--- src/rtl/spc_pkg.sv ---
// Shared state type for the security primitive controller.
package spc_pkg;
    typedef enum logic [2:0] {
        ST_INIT   = 3'd0,
        ST_CONFIG = 3'd1,
        ST_RUN    = 3'd2,
        ST_IDLE   = 3'd3,
        ST_STOP   = 3'd4
    } spc_state_e;
endpackage

--- src/rtl/spc_feasibility.sv ---
// Feasibility sampler: turns battery and channel levels into a mask of
// affordable configurations. Assumes that a low index means a cheaper
// configuration. The mask updates only while sample_en is high.
module spc_feasibility #(
    parameter int NCFG    = 8,
    parameter int LVL_W   = 8,
    parameter int BATT_TH = 64,
    parameter int CHAN_TH = 64
) (
    input  logic             clk,
    input  logic             rst_n,
    input  logic             sample_en,
    input  logic [LVL_W-1:0] batt_level,
    input  logic [LVL_W-1:0] chan_quality,
    output logic [NCFG-1:0]  mask
);
    localparam int HALF = NCFG / 2;

    logic            batt_ok;
    logic            chan_ok;
    logic            both_ok;
    logic            one_ok;
    logic [NCFG-1:0] mask_d;

    // Purpose: grade each level against its threshold.
    always_comb begin
        batt_ok = (batt_level >= LVL_W'(BATT_TH));
        chan_ok = (chan_quality >= LVL_W'(CHAN_TH));
        both_ok = batt_ok && chan_ok;
        one_ok  = batt_ok ^ chan_ok;
    end

    // One mask bit per configuration, chosen by its class of cost.
    for (genvar i = 0; i < NCFG; i++) begin : g_bit
        if (i == 0) begin : g_base
            assign mask_d[i] = 1'b1;
        end else if (i < HALF) begin : g_low
            assign mask_d[i] = both_ok || one_ok;
        end else begin : g_high
            assign mask_d[i] = both_ok;
        end
    end

    // Purpose: register the mask while sampling is enabled.
    always_ff @(posedge clk) begin
        if (!rst_n)         mask <= '0;
        else if (sample_en) mask <= mask_d;
    end
endmodule

--- src/rtl/spc_next_state.sv ---
// Next-state logic. The security path is evaluated ahead of every
// state-specific rule, so it pre-empts all of them. Purely combinational.
module spc_next_state
    import spc_pkg::*;
#(
    parameter int NCFG   = 8,
    parameter int CIDX_W = 3
) (
    input  spc_state_e        state,
    input  logic [NCFG-1:0]   mask,
    input  logic              sec_req,
    input  logic              param_valid,
    input  logic [CIDX_W-1:0] param_cfg,
    input  logic              load_done,
    input  logic              comp_done,
    input  logic              comp_remove,
    input  logic              resume,
    input  logic              restart,
    output spc_state_e        nxt,
    output logic              take_host,
    output logic              take_sec
);
    logic host_ok;

    // Purpose: accept a host choice only when it is in the mask.
    always_comb begin
        host_ok = param_valid && (int'(param_cfg) < NCFG) && mask[param_cfg];
    end

    // Purpose: choose the next state; security first, then per state.
    always_comb begin
        nxt       = state;
        take_host = 1'b0;
        take_sec  = 1'b0;
        if (sec_req) begin
            nxt      = ST_CONFIG;
            take_sec = 1'b1;
        end else begin
            case (state)
                ST_INIT: if (host_ok) begin
                    nxt       = ST_CONFIG;
                    take_host = 1'b1;
                end
                ST_CONFIG: if (load_done) nxt = ST_RUN;
                ST_RUN: begin
                    if (host_ok) begin
                        nxt       = ST_CONFIG;
                        take_host = 1'b1;
                    end else if (comp_done) begin
                        nxt = comp_remove ? ST_STOP : ST_IDLE;
                    end
                end
                ST_IDLE: begin
                    if (host_ok) begin
                        nxt       = ST_CONFIG;
                        take_host = 1'b1;
                    end else if (resume) begin
                        nxt = ST_RUN;
                    end
                end
                ST_STOP: if (restart) nxt = ST_INIT;
                default: nxt = ST_INIT;
            endcase
        end
    end
endmodule

--- src/rtl/spc_out_decode.sv ---
// Output decoder: derives the status flags from the state and the stall
// flag. Assumes that stall is set only around a security-forced load.
module spc_out_decode
    import spc_pkg::*;
(
    input  spc_state_e state,
    input  logic       stall,
    output logic       run_en,
    output logic       ready,
    output logic       idle,
    output logic       stopped
);
    // Purpose: Moore decode of the lifecycle flags.
    always_comb begin
        run_en  = (state == ST_RUN) && !stall;
        ready   = (state == ST_RUN) || (state == ST_IDLE);
        idle    = (state == ST_IDLE);
        stopped = (state == ST_STOP);
    end
endmodule

--- src/rtl/sec_prim_ctrl.sv ---
// Adaptive security primitive controller (top). Sequences initialisation,
// configuration, run, idle and stop. A security request forces a reload
// from any state. Assumes that all inputs are synchronous to clk.
module sec_prim_ctrl
    import spc_pkg::*;
#(
    parameter int NCFG    = 8,
    parameter int LVL_W   = 8,
    parameter int BATT_TH = 64,
    parameter int CHAN_TH = 64,
    localparam int CIDX_W = (NCFG > 1) ? $clog2(NCFG) : 1
) (
    input  logic              clk,
    input  logic              rst_n,
    input  logic [LVL_W-1:0]  batt_level,
    input  logic [LVL_W-1:0]  chan_quality,
    input  logic              param_valid,
    input  logic [CIDX_W-1:0] param_cfg,
    input  logic              load_done,
    input  logic              comp_done,
    input  logic              comp_remove,
    input  logic              resume,
    input  logic              restart,
    input  logic              sec_req,
    input  logic [CIDX_W-1:0] sec_cfg,
    output logic [NCFG-1:0]   feasible_mask,
    output logic [CIDX_W-1:0] cfg_sel,
    output logic              cfg_load,
    output logic              run_en,
    output logic              ready,
    output logic              idle,
    output logic              stopped
);
    spc_state_e state_q;
    spc_state_e state_d;
    logic       take_host;
    logic       take_sec;
    logic       stall_q;

    spc_feasibility #(
        .NCFG(NCFG), .LVL_W(LVL_W), .BATT_TH(BATT_TH), .CHAN_TH(CHAN_TH)
    ) u_feas (
        .clk(clk), .rst_n(rst_n),
        .sample_en(state_q == ST_INIT),
        .batt_level(batt_level), .chan_quality(chan_quality),
        .mask(feasible_mask)
    );

    spc_next_state #(.NCFG(NCFG), .CIDX_W(CIDX_W)) u_nxt (
        .state(state_q), .mask(feasible_mask),
        .sec_req(sec_req), .param_valid(param_valid), .param_cfg(param_cfg),
        .load_done(load_done), .comp_done(comp_done),
        .comp_remove(comp_remove), .resume(resume), .restart(restart),
        .nxt(state_d), .take_host(take_host), .take_sec(take_sec)
    );

    spc_out_decode u_dec (
        .state(state_q), .stall(stall_q),
        .run_en(run_en), .ready(ready), .idle(idle), .stopped(stopped)
    );

    // Purpose: state, selected index and load strobe registers.
    always_ff @(posedge clk) begin
        if (!rst_n) begin
            state_q  <= ST_INIT;
            cfg_sel  <= '0;
            cfg_load <= 1'b0;
        end else begin
            state_q  <= state_d;
            cfg_load <= take_sec || take_host;
            if (take_sec)       cfg_sel <= sec_cfg;
            else if (take_host) cfg_sel <= param_cfg;
        end
    end

    // Purpose: hold I/O stalled for the first run cycle after a security load.
    always_ff @(posedge clk) begin
        if (!rst_n)                 stall_q <= 1'b0;
        else if (take_sec)          stall_q <= 1'b1;
        else if (state_q == ST_RUN) stall_q <= 1'b0;
    end

    a_r8_sec_forces_config: assert property (@(posedge clk) disable iff (!rst_n)
        $past(rst_n) && $past(sec_req) |->
            (state_q == ST_CONFIG) && cfg_load && (cfg_sel == $past(sec_cfg)));

    a_r4_run_implies_loaded: assert property (@(posedge clk) disable iff (!rst_n)
        run_en |-> ready && !cfg_load);

    a_r3_single_strobe: assert property (@(posedge clk) disable iff (!rst_n)
        cfg_load |=> (!cfg_load || $past(sec_req) || $past(param_valid)));

    a_r6_status_onehot: assert property (@(posedge clk) disable iff (!rst_n)
        $onehot0({run_en, idle, stopped, cfg_load}));

    a_r7_stop_holds: assert property (@(posedge clk) disable iff (!rst_n)
        $past(rst_n) && $past(stopped) && !$past(restart) && !$past(sec_req)
            |-> stopped);

    a_r10_stall_after_sec: assert property (@(posedge clk) disable iff (!rst_n)
        $past(rst_n) && $past(state_q == ST_CONFIG) && (state_q == ST_RUN)
            && $past(stall_q) |-> !run_en);

    a_r2_mask_held: assert property (@(posedge clk) disable iff (!rst_n)
        $past(rst_n) && ($past(state_q) != ST_INIT) |-> $stable(feasible_mask));
endmodule

--- config.mk ---
export PLATFORM = sky130hd
export DESIGN_NAME = sec_prim_ctrl
export DESIGN_NICKNAME = d
export VERILOG_FILES = /design/src/rtl/spc_pkg.sv /design/src/rtl/spc_feasibility.sv /design/src/rtl/spc_next_state.sv /design/src/rtl/spc_out_decode.sv /design/src/rtl/sec_prim_ctrl.sv
export SDC_FILE = /design/constraint.sdc
export NUM_CORES = 1
export LEC_CHECK = 0
export BUFFER_PORTS_ARGS = -buffer_cell sky130_fd_sc_hd__buf_2
export CORE_MARGIN = 1.5
export CORE_UTILIZATION = 40
export CTS_BUF_LIST = sky130_fd_sc_hd__clkbuf_8 sky130_fd_sc_hd__clkbuf_16
export CTS_CLUSTER_SIZE = 20
export DETAILED_ROUTE_END_ITERATION = 8
export PLACE_DENSITY = 0.84
export SLEW_MARGIN = 30
export SYNTH_ARGS = -nofsm -noshare
export SYNTH_HDL_FRONTEND = slang
export SYNTH_SLANG_ARGS = --single-unit
--- constraint.sdc ---
create_clock -name clk -period 2 [get_ports clk]
set_input_delay 0.1 -clock clk [delete_from_list [all_inputs] [get_ports clk]]
set_output_delay 0.1 -clock clk [all_outputs]
set_load 0.05 [all_outputs]
==> results of run 1 <==
==> worst min path at each step <==
stage / startpoint / endpoint / slack, ns
after floorplan: sec_req / stall_q / 0.24
after global placement: restart / state_q[2] / 0.42
after detailed placement: restart / state_q[2] / 0.42
after CTS: restart / state_q[2] / 0.18
after global routing: restart / state_q[2] / 0.18
final: restart / state_q[2] / 0.18
==> kinds of logic after synthesis <==
logic type / share of synthesized area
AND/OR/NAND/NOR: 0.276
AO/OA/AOI/OAI: 0.203
buffers and inverters: 0.106
flip-flops: 0.322
multiplexers: 0.0932
==> where the power goes <==
| part | leakage, uW | internal (uW) | switching, uW | total [uW] |
|---|---|---|---|---|
| clock network | 0.0000269 | 134 | 72.8 | 207 |
| logic | 0.000315 | 69.3 | 146 | 216 |
| registers | 0.0000913 | 238 | 17.5 | 256 |
| total | 0.000433 | 441 | 237 | 678 |
==> registers in the layout (all words and copies together) (netlist names) <==
register     flops
cfg_load         1
u_feas.mask      3
state_q          3
stall_q          1
cfg_sel          3
==> through the flow <==
step	cell area, sq um	hold slack [ns]	utilization
after floorplan	687	0.239	-
after global placement	823	0.420	0.528
after detailed placement	823	0.416	0.528
after CTS	868	0.176	0.557
after global routing	868	0.182	0.557
final	868	0.178	0.557
==> Yosys cell counts (all sizes together) (2+ instances only) <==
library cell and count:
a21oi 4, inv 3, dfxtp 11, nor2 3, nand2b 2, nor3 3
o21ai 2, buf 7, nor4 4, nor2b 3, mux2 3, clkbuf 2
nand2 9, mux2i 3, or4b 2
==> final cells by class <==
cell class | count | area, sq um | area share
Timing Repair Buffer | 35 | 178 | 0.205
Clock buffer | 3 | 41.3 | 0.0476
Inverter | 3 | 11.3 | 0.0130
Multi-Input combinational cell | 56 | 394 | 0.454
Tap cell | 16 | 20.0 | 0.0231
Sequential cell | 11 | 220 | 0.254
Clock inverter | 1 | 3.75 | 0.00432
==> layer usage <==
layer | part of all wire | vias up | track usage
li1 | - | 344 | -
met1 | 0.47 | 305 | 0.205
met2 | 0.47 | 24 | 0.241
met3 | 0.058 | 2 | 0.0245
met4 | 0.0014 | 0 | 0.103
met5 | 0 | - | 0
==> critical path: stages, from the launching register on <==
cell and delay [ns]:
dfxtp_1 0.53, or4b_4 0.54, nand4_2 0.12, o22ai_1 0.09, a211oi_2 0.20
==> impl_results.md, run 1 <==
* CTS Buf Count at 3
* Tcrit/Tclk final at 0.782
* RSZ-0062 raised after global routing: false
* Max-cap violations at 0
* Cells on worst reg2reg path at 4
* Worst Skew at between 0.001 and 0.0015 ns
* DRC viols at 0
* Via count at 675
* Seq/Total Area, Yosys at 0.322
* DRT Pass-1 Iters at 6
* Peak supply drop at 0.551 mV
* Die width at 44.4 um
* Avg Synthesized Cell Area at 8.66 sq um
* Post-synthesis cell type count at 36
* Largest net degree at the start of global routing at 14
* Worst path required time at between 2 and 2.5 ns
* Final setup vio count at 0
* Layout cells sized above 1 at 0.440
* Critical path peak fanout at 12
* Final min period at around 1.6 ns
* Avg Vias per Cell at 5.40
* Detail Placement HPWL at around 1.1 mm
* Most frequent cells in the layout: 34 x buf_2, 11 x dfxtp_1, 9 x nand2_1
* Ant diodes at 0
* Die Ht at 44.4 um
* Max-slew violations at 0
* RR Startpoint: state_q[2]
* Fin worst setup slack at 0.435 ns
* H-tree depth at 1
* R2r endpoint: state_q[0]
* Routability Congestion at 0.885
* Port bufs at 34
* Antenna violations before repair at 0
* Post-synth top area cell: dfxtp_1
* Std cell rows at 14
* Setup_tns at 0 ns
* Post-CTS resize count at 0
* Reg2Reg Setup Slack at approximately 0.44 ns
* Post-synth EDFFs at 0
* Yosys warning count at 0
* Num ports at 47
* Max-slew headroom at 0.623
* Worst-Skew Late Latency at 0.23 ns
* DR iter-0 viols at 16
* Layout Cells excl Fill at 125
* Setup Buffers After CTS at 0
* GRT Overall Usage at 0.158
* Clk sinks at 11
* Cell count after synthesis at 79
* Core area at 1560 sq um
* Status: completed
* Vias in the first global route at 576
* CTS Buffer Depth at 2
* Most common cell after layout, fill and taps aside: buf_2
* # nets final at roughly 140
* Initial Utilization at 0.439
* CP Capture Type: flip-flop
* Tot Pwr at 678 uW
* Hold Crit Class: in -> reg
* DR WL/cell at 11.6 um
* Fmax at 0.639 GHz
* First-pass GRT wire length at 2.31 mm
* Synth-to-Final Area Change at 26.9%
* Largest cells by area after synthesis: dfxtp_1 32%, buf_4 5.5%, nand2_1 4.9%
* LEAKAGE at roughly 0.00043 uW
* TritonCTS clock tree: done
* Power per Cell Area at 781 nW/um^2
* Fill count at 145
* Dpl ws at 0.435 ns
* Tightest Pin Transition at 0.557 ns
* Critical path origin: state_q[2]
* Die Area at 1970 sq um
* Gr ovfl total at 0
* Hold buffer count at cts at 0
* Final wirelength at 1.45 mm
* CTS Root Buffer Type: clkbuf_8
* Fin. Hold Viols at 0
* Critical path capture point: state_q[0]
* Seq cells post-synth at 11
* Hold path cells at 3
* WP data arrival at 1.72 ns
* Startpoint Class: flip-flop
* Syn_nets at 110
* Final ANT Viol Nets at 0
* FFs w/ async S/R, synth at 0
* Clock transition at path regs at roughly 0.050 ns
* Synth top area share at 0.322
* Netlist Area Pre-Place at around 680 sq um
* Prevailing post-synth register cell: dfxtp_1
* Crit Path Category: reg -> reg
* Inst Count DP at 121
Note: power is estimated with default switching activity, not from simulation.
==> run 2, diff against run 1 <==
Settings changed: ABC_AREA set to 1, CORE_UTILIZATION 40 to 39.
Clock period 2 ns to 1.44 ns, I/O delays scaled along.
==> run 2 against run 1 <==
Net effect:
- register-to-register slack worse by 0.33 ns
- global-route usage increased by 0.64 points
- clock power increased by 42%
- critical path type unchanged
- combinational power up 42%
- final area increased by 1.6%
- first-iteration DRC count is 6.3% lower
- cell count grew 18%
- routed wire length fell by 1.4%
- clock-buffer cell count unchanged
- core utilization up 2.2 points
- synthesized area fell by 5.9%
==> impl_results.md, run 2 <==
* Biggest regs: cfg_sel (3), state_q (3), u_feas.mask (3)
* First-pass GRT wire length at 2.35 mm (+1.8%)
* Core area at 1520 sq um (-2.2%)
* Worst path required time at 1.56 ns (-0.60 ns)
* Routed wl met2 at 708 um (+4.0%)
* Setup_tns at 0 ns (unchanged)
* Fin area at 882 sq um (+1.6%)
* Avg Synthesized Cell Area at 6.58 sq um (-24%)
* Max-slew headroom at 0.840 (+0.217)
* Power per Cell Area at 1080 nW/um^2 (+38%)
* Dpl ws at 0.101 ns (-0.334 ns)
* Placed cell areas at 831 sq um (+0.91%)
* Clk sinks at 11 (unchanged)
* Initial Utilization at 0.423 (-0.0162)
* Detail Placement HPWL at 1.15 mm (about the same)
* Antenna violations before repair at 0 (unchanged)
* Clock transition at path regs at 0.05 ns (about the same)
* Layout cells sized above 1 at 0.432 (-0.00855)
* Die Area at 1900 sq um (-3.2%)
* Tightest Pin Transition at 0.238 ns (-0.319 ns)
* DRC viols at 0 (unchanged)
* DR WL/cell at 9.68 um (-17%)
* Final wirelength at 1.43 mm (-1.4%)
* CTS Buf Count at 3 (unchanged)
* Max Used Layer: met4
* Count leader, synth: nand2_1
* Seq cells post-synth at 11 (unchanged)
* Final min period at 1.33 ns (-0.230 ns)
* Most common cell after layout, fill and taps aside: buf_2
* DRT Pass-1 Iters at 4 (-2)
* Syn_nets at 129 (+17%)
* Routability Congestion at 0.816 (-7.8%)
* # nets final at 164 (+16%)
* Startpoint Class: flip-flop
* Status: completed
* Synth-to-Final Area Change at 36.9%
* Via count at 700 (+3.7%)
* Tcrit/Tclk final at 0.927 (+0.144)
* Vias in the first global route at 599 (+4.0%)
* List of most frequent post-synthesis cells: 25 x nand2_1, 12 x nor2_1, 11 x dfxtp_1
* Hold Crit Class: in -> reg
* Max-slew violations at 0 (unchanged)
* Fmax at 0.749 GHz (+17%)
* Max-cap violations at 0 (unchanged)
* Seq/Total Area, Yosys at 0.342 (+0.0200)
* LEAKAGE at 0.000488 uW (+13%)
* Largest cells by area after synthesis: dfxtp_1 34%, nand2_1 15%, nor2_1 7.0%
* Post-synth EDFFs at 0 (unchanged)
* Avg Vias per Cell at 4.73 (-12%)
* Die width at 43.6 um (-1.6%)
* Final setup vio count at 0 (unchanged)
* FFs w/ async S/R, synth at 0 (unchanged)
* Worst-Skew Late Latency at 0.23 ns (about the same)
* Final ANT Viol Nets at 0 (unchanged)
* Std cell rows at 14 (unchanged)
* DR iter-0 viols at 15 (-1)
* Most frequent cells in the layout: 34 x buf_2, 24 x nand2_1, 11 x nor2_1, 10 x inv_1, 6 x o21ai_0
* WP data arrival at 1.46 ns (-0.26 ns)
* Netlist Area Pre-Place at 644 sq um (-5.9%)
* TritonCTS clock tree: done
* Cell count after synthesis at 98 (+24%)
* Prevailing post-synth register cell: dfxtp_1
* CTS Root Buffer Type: clkbuf_8
* Synth top area share at 0.342 (+0.0200)
* Yosys warning count at 0 (unchanged)
* Die Ht at 43.6 um (-1.6%)
* H-tree depth at 1 (unchanged)
* Peak supply drop at 0.664 mV (+20%)
* Fin. Hold Viols at 0 (unchanged)
* Crit Path Category: reg -> reg
* CTS Buffer Depth at 2 (unchanged)
* Port bufs at 34 (unchanged)
* GRT Overall Usage at 0.164 (+0.00644)
* Met3 WL at 83 um (-1.2%)
* Worst Skew at 0.00111 ns (-0.000215 ns)
* Fin worst setup slack at 0.106 ns (-0.330 ns)
* Critical path peak fanout at 7 (-5)
* Ant diodes at 0 (unchanged)
* CP Capture Type: flip-flop
* Num ports at 47 (unchanged)
* Met1 WL at 635 um (-7.4%)
* Largest net degree at the start of global routing at 8 (-6)
* Hold buffer count at cts at 0 (unchanged)
* Gr ovfl total at 0 (unchanged)
* RSZ-0062 raised after global routing: false
* Post-synthesis cell type count at 20 (-44%)
* Post-synth top area cell: dfxtp_1
[run 2: changes by cell type in the layout (fill, tap and decap cells not counted), sizes merged, moves of 5 or more]
cell and change:
o21ai +6, nor2 +10, inv +11, nand2 +18, nand3 +5
[run 2: cells by family (layout without fill, tap and decap cells)]
logic type      Yosys count  in the layout  share of synthesized area
simple gates             50             50                      0.353
buf+inv                  19             53                      0.140
compound gates           18             18                      0.165
flops                    11             11                      0.342
[run 2: area by class of cell]
| cell class | count | area (sq um) |
|---|---|---|
| inverter | 14 | 57.6 |
| multi-input combinational | 68 | 349 |
| clock buffer | 3 | 41.3 |
| sequential | 11 | 233 |
| timing repair buffer | 35 | 178 |
| tap | 16 | 20.0 |
| clock inverter | 1 | 3.75 |
| fill | 150 | 642 |
[run 2: path summary, 6_finish.rpt]
check                               startpoint          to  slack [ns]  cells past startpoint
worst max-delay path            u_feas.mask[4]  cfg_sel[1]        0.11                      6
worst min-delay path                     rst_n  state_q[0]        0.11                      3
worst max register to register  u_feas.mask[4]  cfg_sel[1]        0.11                      6
worst min register to register      cfg_sel[2]  cfg_sel[2]        0.47                      2
[run 2: worst max-delay path, stage by stage (launching register included)]
cell     delay [ns]
dfxtp_2        0.34
o21a_1         0.20
nand2_2        0.12
inv_1          0.07
o21ai_0        0.08
nand2_1        0.17
o211a_1        0.25
[run 2: stage by stage]
step	utilization	std cells	total power, uW	hold slack, ns
floorplan	-	98	596	0.170
global placement	0.545	144	658	0.342
detailed placement	0.545	144	662	0.343
CTS	0.575	148	961	0.0957
global route	0.579	148	1010	0.105
finish	0.579	148	951	0.106
[run 2: timing repair]
| action | CTS | global route |
|---|---|---|
| buffers inserted | 0 | 0 |
| setup endpoints to repair | 0 | 2 |
| resized for setup | 0 | 3 |
[run 2: report_power, final]
group | leakage, uW | internal (uW) | total, uW | switching (uW)
sequential | 0.0000936 | 330 | 353 | 22.8
combinational | 0.000367 | 88.0 | 306 | 218
clock | 0.0000269 | 186 | 293 | 107
[run 2: layer usage]
layer  GRT usage  vias up
met5           0        -
met4      0.0909        0
met3      0.0375        2
met2       0.271       23
met1       0.195      295
li1            -      380
==> run 3, diff against run 2 <==
==> constraint.sdc (replaced) <==
create_clock -name clk -period 1.44 [get_ports clk]
set_input_delay 0.432 -clock clk [delete_from_list [all_inputs] [get_ports clk]]
set_output_delay 0.432 -clock clk [all_outputs]
set_load 0.05 [all_outputs]
==> run 3 against run 2 <==
Net effect:
- the run now ends with setup timing left
- final area increased by 18%
- highest routed layer unchanged
- die area stayed put
- clock skew hardly changed
- maximum frequency decreased by 13%
- via count up 13%
- worst hold slack improved by 0.36 ns
- sequential power about the same
==> impl_results.md, run 3 (same netlist as run 2, synthesis figures left out) <==
* Tightest Pin Transition at 0.249 ns (+0.0106 ns)
* Layout cells sized above 1 at 0.510 (+0.0787)
* Clk sinks at 11 (unchanged)
* RSZ-0062 raised after global routing: true
* Crit path cell chain: inv_2 -> nor2_4 -> nand2_4 -> nor2_4 -> buf_8
* Startpoint Class: flip-flop
* Routed wl met2 at 926 um (+31%)
* Fin. Hold Viols at 0 (unchanged)
* Met1 WL at 745 um (+17%)
* Final setup vio count at 4 (+4)
* TritonCTS clock tree: done
* CP Capture Type: output pin
* Antenna violations before repair at 0 (unchanged)
* Final wirelength at 1.81 mm (+26%)
* Hold buffer count at cts at 0 (unchanged)
* Max-slew violations at 0 (unchanged)
* Fmax at 0.653 GHz (-13%)
* Core area at 1520 sq um (unchanged)
* Power per Cell Area at 965 nW/um^2 (-11%)
* Fin worst setup slack at -0.0923 ns (-0.198 ns)
* Avg Vias per Cell at 4.96 (+4.9%)
* Port bufs at 34 (unchanged)
* Setup_tns at -0.290 ns (-0.290 ns)
* Final ANT Viol Nets at 0 (unchanged)
* Critical path peak fanout at 4 (-3)
* Ant diodes at 0 (unchanged)
* Gr ovfl total at 0 (unchanged)
* DRC viols at 0 (unchanged)
* CTS Buffer Depth at 2 (unchanged)
* Worst path max stage delay at 0.34 ns (about the same)
* Num ports at 47 (unchanged)
* Clock transition at path regs at 0.05 ns (about the same)
* Violated checks: setup timing
* Worst path required time at 1.01 ns (-0.55 ns)
* Initial Utilization at 0.423 (unchanged)
* Most common cell after layout, fill and taps aside: buf_2
* Crit Path Category: reg -> out
* Std cell rows at 14 (unchanged)
* DRT Pass-1 Iters at 5 (+1)
* CTS Root Buffer Type: clkbuf_8
* Via count at 789 (+13%)
* Die width at 43.6 um (unchanged)
* GRT Overall Usage at 0.201 (+0.0366)
* Largest net degree at the start of global routing at 8 (unchanged)
* Biggest regs: cfg_sel (3), state_q (3), u_feas.mask (3)
* Die Area at 1900 sq um (unchanged)
* Hold Crit Class: reg -> reg
* Fill count at 136 (-9.3%)
* Max-cap violations at 0 (unchanged)
* Vias in the first global route at 751 (+25%)
* Peak supply drop at 0.754 mV (+13%)
* Most frequent cells in the layout: 30 x buf_2, 23 x nand2_1, 11 x inv_1, 11 x buf_4, 8 x nor2_1
* Synth-to-Final Area Change at 61.7%
* DR iter-0 viols at 14 (-1)
* Critical Path Slowest Stage Cell: dfxtp_4
* Detail Placement HPWL at 1.34 mm (+17%)
* Max Used Layer: met4
* Worst hold slack at 0.466 ns (+0.359 ns)
* Routability Congestion at 0.845 (+3.6%)
* DR WL/cell at 11.4 um (+17%)
* Worst-Skew Late Latency at 0.24 ns (about the same)
* # nets final at 175 (+6.7%)
* Max-slew headroom at 0.835 (-0.00444)
* WP data arrival at 1.10 ns (-0.36 ns)
* Final min period at 1.53 ns (+0.198 ns)
* First-pass GRT wire length at 2.90 mm (+23%)
* Met3 WL at 99 um (+19%)
* Tcrit/Tclk final at 1.06 (+0.137)
* Top cell by count, worst path: nor2_4
* Worst Skew at 0.000748 ns (-0.000365 ns)
* LEAKAGE at 0.000568 uW (+17%)
* Status: finished with violations
* Die Ht at 43.6 um (unchanged)
* CTS Buf Count at 3 (unchanged)
* H-tree depth at 1 (unchanged)
## run 3: cell types whose count changed in the layout (fill, tap and decap cells not counted), sizes merged
cell	change
buf	+11
## run 3: final cells by class
type                       count  area, sq um  share of cell area
clock inverter                 1         3.75             0.00360
inverter                      14         55.1              0.0528
multi-input combinational     68          389               0.373
clock buffer                   3         41.3              0.0396
sequential                    11          233               0.223
timing repair buffer          46          300               0.288
tap                           16         20.0              0.0192
## run 3: layer usage
| layer | GRT usage | up-vias |
|---|---|---|
| met5 | 0 | - |
| met4 | 0.103 | 0 |
| met3 | 0.0333 | 4 |
| met2 | 0.362 | 34 |
| met1 | 0.223 | 349 |
| li1 | - | 402 |
## run 3: what timing repair did
action                                  4_1_cts  5_1_grt
buffers inserted                              4        1
endpoints found under the setup margin        4       10
cloned                                        0        0
pin swaps                                     4        6
resized for setup                            12       11
## run 3: worst max-delay path: cells and delay by family (launching register included)
kind | cells | cell delay [ns]
DFF | 1 | 0.34
buffers and inverters | 2 | 0.19
and+or+nand+nor | 3 | 0.32
## run 3: report_power, final
part           internal, uW  total, uW  switching [uW]  leakage (uW)
logic                   114        351             237      0.000448
clock network           187        301             114     0.0000269
registers               330        354            23.7     0.0000936
## run 3: path summary, 6_finish.rpt
kind	start	endpoint	slack, ns	cells after the start
max reg2reg	state_q[1]	state_q[0]	0.05	12
max	state_q[1]	run_en	-0.09	5
min	cfg_sel[2]	cfg_sel[2]	0.47	2
min reg2reg	cfg_sel[2]	cfg_sel[2]	0.47	2
## run 3: metrics by stage
step,utilization,instances,worst slack (ns),power (uW),area [sq um]
3_3_place_gp,0.586,151,-0.111,677,893
6_report,0.684,159,-0.0923,1010,1040
3_5_place_dp,0.586,151,-0.183,685,893
4_1_cts,0.659,159,-0.0791,990,1000
2_1_floorplan,-,98,-0.158,599,681
5_1_grt,0.684,159,-0.145,1050,1040
